[config.mk]
export PLATFORM = sky130hd
export DESIGN_NAME = gcount_cmp_top
export DESIGN_NICKNAME = d
export VERILOG_FILES = /design/src/rtl/gcount_pkg.sv /design/src/rtl/gcount_prescale.sv /design/src/rtl/gcount_counter.sv /design/src/rtl/gcount_core.sv /design/src/rtl/gcount_cmp_top.sv
export SDC_FILE = /design/constraint.sdc
export NUM_CORES = 2
export LEC_CHECK = 0
export BUFFER_PORTS_ARGS = -buffer_cell sky130_fd_sc_hd__buf_2
export CAP_MARGIN = 20
export CORE_UTILIZATION = 50
export DETAILED_ROUTE_END_ITERATION = 8
export PLACE_DENSITY = 0.66
export SLEW_MARGIN = 10
export SYNTH_ARGS = -nofsm -noshare
export SYNTH_HDL_FRONTEND = slang
export SYNTH_HIERARCHICAL = 1
export SYNTH_SLANG_ARGS = --single-unit
[constraint.sdc]
create_clock -name clk -period 4.4 [get_ports clk]
set_clock_uncertainty 0.2 [all_clocks]
set_input_delay 0.44 -clock clk [delete_from_list [all_inputs] [get_ports clk]]
set_output_delay 0.44 -clock clk [all_outputs]
set_load 0.02 [all_outputs]
[src/rtl/gcount_pkg.sv]
package gcount_pkg;
   // word index taken from byte offset bits 4:2
   typedef enum logic [2:0] {
      RG_CNT_LO = 3'd0,
      RG_CNT_HI = 3'd1,
      RG_CTRL   = 3'd2,
      RG_STAT   = 3'd3,
      RG_CMP_LO = 3'd4,
      RG_CMP_HI = 3'd5,
      RG_STEP   = 3'd6,
      RG_NONE   = 3'd7
   } reg_idx_e;

   localparam int CB_RUN     = 0;
   localparam int CB_CMP     = 1;
   localparam int CB_IRQ     = 2;
   localparam int CB_AUTO    = 3;
   localparam int CB_PRE_LSB = 8;
   localparam int CB_PRE_MAX = 8;
endpackage

[src/rtl/gcount_prescale.sv]
module gcount_prescale #(
   parameter int PRE_W = 8
) (
   input  logic             clk,
   input  logic             rst_n,
   input  logic             run_i,
   input  logic [PRE_W-1:0] pre_i,
   output logic             tick_o
);
   logic [PRE_W-1:0] div_q;

   assign tick_o = run_i && (div_q >= pre_i);

   always_ff @(posedge clk or negedge rst_n) begin
      if (!rst_n)       div_q <= '0;
      else if (!run_i)  div_q <= '0;
      else if (tick_o)  div_q <= '0;
      else              div_q <= div_q + 1'b1;
   end


   tick_needs_run_chk: assert property (@(posedge clk) disable iff (!rst_n)
      tick_o |-> run_i);

   tick_gap_chk: assert property (@(posedge clk) disable iff (!rst_n)
      (tick_o && pre_i != '0 && run_i) |=> (!tick_o || pre_i == '0));
endmodule

[src/rtl/gcount_counter.sv]
module gcount_counter #(
   parameter int DW = 32,
   localparam int CW = 2 * DW
) (
   input  logic          clk,
   input  logic          rst_n,
   input  logic          tick_i,
   input  logic          wr_lo_i,
   input  logic          wr_hi_i,
   input  logic [DW-1:0] wdata_i,
   output logic [CW-1:0] cnt_o
);
   logic [CW-1:0] cnt_q;

   always_ff @(posedge clk or negedge rst_n) begin
      if (!rst_n) begin
         cnt_q <= '0;
      end else if (wr_lo_i || wr_hi_i) begin
         if (wr_lo_i) cnt_q[DW-1:0]  <= wdata_i;
         if (wr_hi_i) cnt_q[CW-1:DW] <= wdata_i;
      end else if (tick_i) begin
         cnt_q <= cnt_q + 1'b1;
      end
   end

   assign cnt_o = cnt_q;


   cnt_hold_chk: assert property (@(posedge clk) disable iff (!rst_n)
      (!tick_i && !wr_lo_i && !wr_hi_i) |=> $stable(cnt_o));

   wr_excl_chk: assert property (@(posedge clk) disable iff (!rst_n)
      $countones({wr_lo_i, wr_hi_i}) <= 1);
endmodule

[src/rtl/gcount_core.sv]
module gcount_core
   import gcount_pkg::*;
#(
   parameter int DW = 32,
   localparam int CW = 2 * DW
) (
   input  logic          clk,
   input  logic          rst_n,
   input  logic [CW-1:0] cnt_i,
   input  logic          wen_i,
   input  reg_idx_e      idx_i,
   input  logic [DW-1:0] wdata_i,
   output logic [DW-1:0] rd_o,
   output logic          irq_o
);
   logic          cmp_en_q, irq_en_q, auto_q, flag_q;
   logic [CW-1:0] cmp_q;
   logic [DW-1:0] step_q;
   logic          hit, clr_req, cmp_wr;

   assign hit     = cmp_en_q && (cnt_i >= cmp_q);
   assign clr_req = wen_i && (idx_i == RG_STAT) && wdata_i[0];
   assign cmp_wr  = wen_i && ((idx_i == RG_CMP_LO) || (idx_i == RG_CMP_HI));

   always_ff @(posedge clk or negedge rst_n) begin
      if (!rst_n) begin
         cmp_en_q <= 1'b0;
         irq_en_q <= 1'b0;
         auto_q   <= 1'b0;
      end else if (wen_i && idx_i == RG_CTRL) begin
         cmp_en_q <= wdata_i[CB_CMP];
         irq_en_q <= wdata_i[CB_IRQ];
         auto_q   <= wdata_i[CB_AUTO];
      end
   end

   // a new event outranks a clear in the same cycle
   always_ff @(posedge clk or negedge rst_n) begin
      if (!rst_n)        flag_q <= 1'b0;
      else if (hit)      flag_q <= 1'b1;
      else if (clr_req)  flag_q <= 1'b0;
   end

   // software writes outrank the auto-increment reload
   always_ff @(posedge clk or negedge rst_n) begin
      if (!rst_n) begin
         cmp_q <= '0;
      end else if (cmp_wr) begin
         if (idx_i == RG_CMP_LO) cmp_q[DW-1:0]  <= wdata_i;
         else                    cmp_q[CW-1:DW] <= wdata_i;
      end else if (hit && auto_q) begin
         cmp_q <= cmp_q + CW'(step_q);
      end
   end

   always_ff @(posedge clk or negedge rst_n) begin
      if (!rst_n)                           step_q <= '0;
      else if (wen_i && idx_i == RG_STEP)   step_q <= wdata_i;
   end

   always_comb begin
      rd_o = '0;
      unique case (idx_i)
         RG_CTRL: begin
            rd_o[CB_CMP]  = cmp_en_q;
            rd_o[CB_IRQ]  = irq_en_q;
            rd_o[CB_AUTO] = auto_q;
         end
         RG_STAT:   rd_o[0] = flag_q;
         RG_CMP_LO: rd_o = cmp_q[DW-1:0];
         RG_CMP_HI: rd_o = cmp_q[CW-1:DW];
         RG_STEP:   rd_o = step_q;
         default:   rd_o = '0;
      endcase
   end

   assign irq_o = flag_q && irq_en_q;


   flag_sticky_chk: assert property (@(posedge clk) disable iff (!rst_n)
      (flag_q && !clr_req) |=> flag_q);

   flag_cause_chk: assert property (@(posedge clk) disable iff (!rst_n)
      $rose(flag_q) |-> $past(cmp_en_q));

   cmp_hold_chk: assert property (@(posedge clk) disable iff (!rst_n)
      (!hit && !cmp_wr) |=> $stable(cmp_q));

   irq_mask_chk: assert property (@(posedge clk) disable iff (!rst_n)
      (!flag_q && !hit) |=> !irq_o);
endmodule

[src/rtl/gcount_cmp_top.sv]
module gcount_cmp_top
   import gcount_pkg::*;
#(
   parameter int NCORE = 4,
   parameter int PRE_W = 8,
   localparam int DW    = 32,
   localparam int CW    = 2 * DW,
   localparam int SEL_W = (NCORE > 1) ? $clog2(NCORE) : 1
) (
   input  logic             clk,
   input  logic             rst_n,
   input  logic [SEL_W-1:0] bus_sel,
   input  logic             bus_wen,
   input  logic [4:2]       bus_addr,
   input  logic [DW-1:0]    bus_wdata,
   output logic [DW-1:0]    bus_rdata,
   output logic [NCORE-1:0] irq_o
);
   if (NCORE < 1 || NCORE > 4) begin : g_bad_ncore
      $error("gcount_cmp_top: NCORE must lie in 1..4");
   end
   if (PRE_W < 1 || PRE_W > CB_PRE_MAX) begin : g_bad_pre
      $error("gcount_cmp_top: PRE_W must lie in 1..8");
   end

   reg_idx_e         idx;
   logic             run_q;
   logic [PRE_W-1:0] pre_q;
   logic             tick;
   logic [CW-1:0]    cnt;
   logic [DW-1:0]    core_rd [NCORE];
   logic [DW-1:0]    bank_rd;
   logic [DW-1:0]    glob_rd;

   assign idx = reg_idx_e'(bus_addr);

   always_ff @(posedge clk or negedge rst_n) begin
      if (!rst_n) begin
         run_q <= 1'b0;
         pre_q <= '0;
      end else if (bus_wen && idx == RG_CTRL) begin
         run_q <= bus_wdata[CB_RUN];
         pre_q <= bus_wdata[CB_PRE_LSB +: PRE_W];
      end
   end

   gcount_prescale #(.PRE_W(PRE_W)) i_pre (
      .clk    (clk),
      .rst_n  (rst_n),
      .run_i  (run_q),
      .pre_i  (pre_q),
      .tick_o (tick)
   );

   gcount_counter #(.DW(DW)) i_cnt (
      .clk     (clk),
      .rst_n   (rst_n),
      .tick_i  (tick),
      .wr_lo_i (bus_wen && idx == RG_CNT_LO),
      .wr_hi_i (bus_wen && idx == RG_CNT_HI),
      .wdata_i (bus_wdata),
      .cnt_o   (cnt)
   );

   for (genvar c = 0; c < NCORE; c++) begin : g_core
      gcount_core #(.DW(DW)) i_core (
         .clk     (clk),
         .rst_n   (rst_n),
         .cnt_i   (cnt),
         .wen_i   (bus_wen && bus_sel == SEL_W'(c)),
         .idx_i   (idx),
         .wdata_i (bus_wdata),
         .rd_o    (core_rd[c]),
         .irq_o   (irq_o[c])
      );
   end

   always_comb begin
      bank_rd = '0;
      for (int c = 0; c < NCORE; c++) begin
         if (bus_sel == SEL_W'(c)) bank_rd = core_rd[c];
      end
   end

   always_comb begin
      glob_rd = '0;
      glob_rd[CB_RUN] = run_q;
      glob_rd[CB_PRE_LSB +: PRE_W] = pre_q;
   end

   always_comb begin
      unique case (idx)
         RG_CNT_LO: bus_rdata = cnt[DW-1:0];
         RG_CNT_HI: bus_rdata = cnt[CW-1:DW];
         RG_CTRL:   bus_rdata = glob_rd | bank_rd;
         default:   bus_rdata = bank_rd;
      endcase
   end


   glob_hold_chk: assert property (@(posedge clk) disable iff (!rst_n)
      !(bus_wen && idx == RG_CTRL) |=> ($stable(run_q) && $stable(pre_q)));
endmodule

==> flow_summary.toml <==
[cells_and_area]
area_growth_pct = 9.083
fin_area_mm2 = 0.04742
final_nets = 5752
drive_gt1_share_pct = 12.49

[routing]
routed_wl_mm = 186.7
drc = 0
ant_nets = 0
dr.first_iter.drc_count = 5877
wl_per_cell_um = 28.66
dr_total_vias = 43608
routed_via_density = 6.695
firstDrtPassIters = 7

[clock_tree]
h-tree-depth = 2
cts.hold.buffers_added = 1
clock_sinks = 481
cts-root-buf = "clkbuf_16"
cts_max_path_buffers = 3
cts_tree = "built"
cts_buffers = 60
clock_latency_ps = 690
cts.clk_slew.worst_paths_ps = 60
cts_resized = 0
postCtsSetupBuffers = 0

[yosys]
syn_area_mm2 = 0.04347
syn_inst = 5305
async_flop_share_pct = 100.0
synth_edf_count = 0
yosys_warnings = 6
ys_dominant_reg_cell = "dfrtp_1"
synth-seq-cells = 481
synth.distinct_cells = 112
postSynthAreaPerCell_um2 = 8.195
yosysSeqAreaShare_pct = 27.69
syn-num-nets = 5743

[floorplan]
die_x_um = 296.9
initial_core_util_pct = 50.74
dieArea_mm2 = 0.08813
core_mm2 = 0.08568
die_h_um = 296.9
num_io_pins = 76
placementRows = 107

[critical_path]
end_kind = "register"
arrival_ps = 4460
crit_path_top_delay_cell = "dfrtp_1"
crit_required_ps = 4720
worst_setup_path_start_kind = "register"
crit_chain = "inv_1 > ha_1 > nand2b_1 > a2111oi_1 > nor4_1 > nand3b_1 > a41oi_2 > o22ai_2 > or2_2 > buf_4 > nor2_1 > a31oi_1"
cp_slowest_stage_delay_ps = 830
critical_path_class = "reg -> reg"
crit_fanout = 30
r2r_cells = 12

[timing]
slew_headroom_pct = 26.43
rsz0062_at_grt = "no"
final-hold-violation-count = 0
tightest_slew_ps = 1102
max_freq_ghz = 0.2412
setup_viol = 0
fin_tns_setup_ps = 0
finalCritPeriodShare_pct = 94.22
maxSlewViolCount = 0
min_period_ps = 4145

[global_routing]
grt_overflow = 0
antenna_found_initial = 8
grt_usage_pct = 41.24
grt_pass1_vias = 39898
grt_pass1_wl_mm = 271.6
grt_max_degree = 88

[place]
dpl_cell_area_mm2 = 0.04530
dp_hpwl_mm = 133.5
io_buffers = 75
place.gp.congestion = 1.079

[outcome]
outcome = "finished clean"

[power_and_ir_drop]
irDropWorstVdd_mv = 0.4593
p_leak_nw = 20.79
total_power_w = 0.02816
powerDensity_mw_per_mm2 = 593.9

[flow_run]
max-cap-violations = 0

[min_path]
whs_path_depth = 3
hold_class = "in -> reg"
-- kinds of logic (layout without fill, tap and decap cells) --
group,count (synthesis),count (layout),synth area share [%]
and+or+nand+nor,1783,1783,20.16
AOI/OAI and AO/OA,1538,1538,22.60
buffers and inverters,599,657,5.929
DFF,481,481,27.69
adders and majority gates,398,398,11.52
muxes,381,381,9.575
xor gates and xnor gates,125,125,2.518
other,0,7,0
-- cell usage in the layout (no fill, tap or decap), drive strengths merged, types with 18 or more instances in the layout --
cell,synthesis,routed
clkbuf,153,90
and2,140,140
o22a,18,18
o22ai,84,84
or4,21,21
nor2b,38,38
o211ai,28,28
o21a,28,28
nand4,113,113
mux2i,159,159
inv,313,315
or3,26,26
a21o,49,49
buf,133,232
and3,34,34
dfrtp,481,481
nor3,73,73
o21ai,397,397
and4,44,44
or2,19,19
o221ai,19,19
nand2b,27,27
mux2,222,222
a221oi,25,25
o32ai,26,26
nand2,678,678
a211oi,33,33
nand3,165,165
a31oi,92,92
o31ai,34,34
nor2,310,310
nor4,60,60
xor2,48,48
xnor2,77,77
a22oi,20,20
a21oi,504,504
ha,394,394
a22o,21,21
o21bai,21,21
-- sequential cells by signal, indices dropped and copies added (netlist names), 8 cells and up --
register / cells
g_core.i_core/cmp_q: 256
g_core.i_core/step_q: 128
i_cnt/cnt_o: 64
i_pre/div_q: 8
pre_q: 8
-- worst max-delay path, delay by kind of cell (launching register included) --
family                   cells  cell delay [ps]
buffers and inverters        2              480
AO/OA/AOI/OAI                4              950
AND/OR/NAND/NOR              5             1160
flip-flops                   1              830
adder cells (fa/ha/maj)      1              320
-- cell type report --
type / instances / area (um^2)
timing repair buffer: 233 / 1745
inverter: 313 / 1175
fill: 8049 / 38260
tap: 1144 / 1431
sequential: 481 / 12040
clock buffer: 90 / 1775
clock inverter: 21 / 315.3
multi-input combinational: 4225 / 28930
antenna: 7 / 17.52
-- metrics by stage --
stage | util, % | std cells | hold slack [ps] | worst slack (ps)
after floorplan | - | 5305 | -55.59 | 1206
after global placement | 52.87 | 6395 | 303.9 | 411.5
after detailed placement | 52.87 | 6395 | 313.1 | 420.9
after CTS | 55.33 | 6507 | 96.86 | 350.8
after global routing | 55.33 | 6508 | 121.8 | 169.6
final | 55.35 | 6514 | 165.6 | 254.5
-- layer usage --
layer / vias up / global-route usage, % / part of all wire (%)
li1: 19446 / - / -
met1: 20955 / 56.06 / 40
met2: 2676 / 56.10 / 39
met3: 529 / 13.12 / 13
met4: 2 / 25.81 / 7.5
met5: - / 0 / 0.0054
-- Yosys cell counts, types with 92 or more instances --
| master | number | area (um^2) |
|---|---|---|
| nand2_1 | 676 | 2537 |
| a21oi_1 | 481 | 2407 |
| dfrtp_1 | 481 | 12040 |
| ha_1 | 394 | 4930 |
| o21ai_0 | 376 | 1882 |
| inv_1 | 312 | 1171 |
| nor2_1 | 306 | 1149 |
| mux2_2 | 183 | 2061 |
| nand3_1 | 164 | 820.8 |
| mux2i_1 | 159 | 1592 |
| clkbuf_1 | 149 | 559.3 |
| and2_1 | 139 | 869.6 |
| nand4_1 | 111 | 694.4 |
| a31oi_1 | 92 | 575.6 |
-- worst paths after layout --
| kind | start | endpoint | slack (ps) |
|---|---|---|---|
| worst min-delay path | bus_wdata[16] | i_cnt/cnt_o[16]$_DFFE_PN0P_ | 170 |
| worst min register to register | g_core[0].i_core/flag_q$_DFFE_PN0P_ | g_core[0].i_core/flag_q$_DFFE_PN0P_ | 330 |
| max in group asynchronous | rst_n | g_core[1].i_core/step_q[1]$_DFFE_PN0P_ | 2760 |
| worst max-delay path | i_cnt/cnt_o[0]$_DFFE_PN0P_ | g_core[1].i_core/cmp_q[8]$_DFFE_PN0P_ | 250 |
| worst max register to register | i_cnt/cnt_o[0]$_DFFE_PN0P_ | g_core[1].i_core/cmp_q[8]$_DFFE_PN0P_ | 250 |
| min in group asynchronous | rst_n | g_core[3].i_core/cmp_q[6]$_DFFE_PN0P_ | 200 |
-- power breakdown --
| part | leakage (nW) | total (W) | switching (W) | internal (W) |
|---|---|---|---|---|
| Sequential | 5.89 | 0.00764 | 0.00203 | 0.00561 |
| Clock | 1.03 | 0.00542 | 0.00219 | 0.00323 |
| Combinational | 13.9 | 0.0151 | 0.00919 | 0.00591 |
Power figures use the tool's default switching activity.
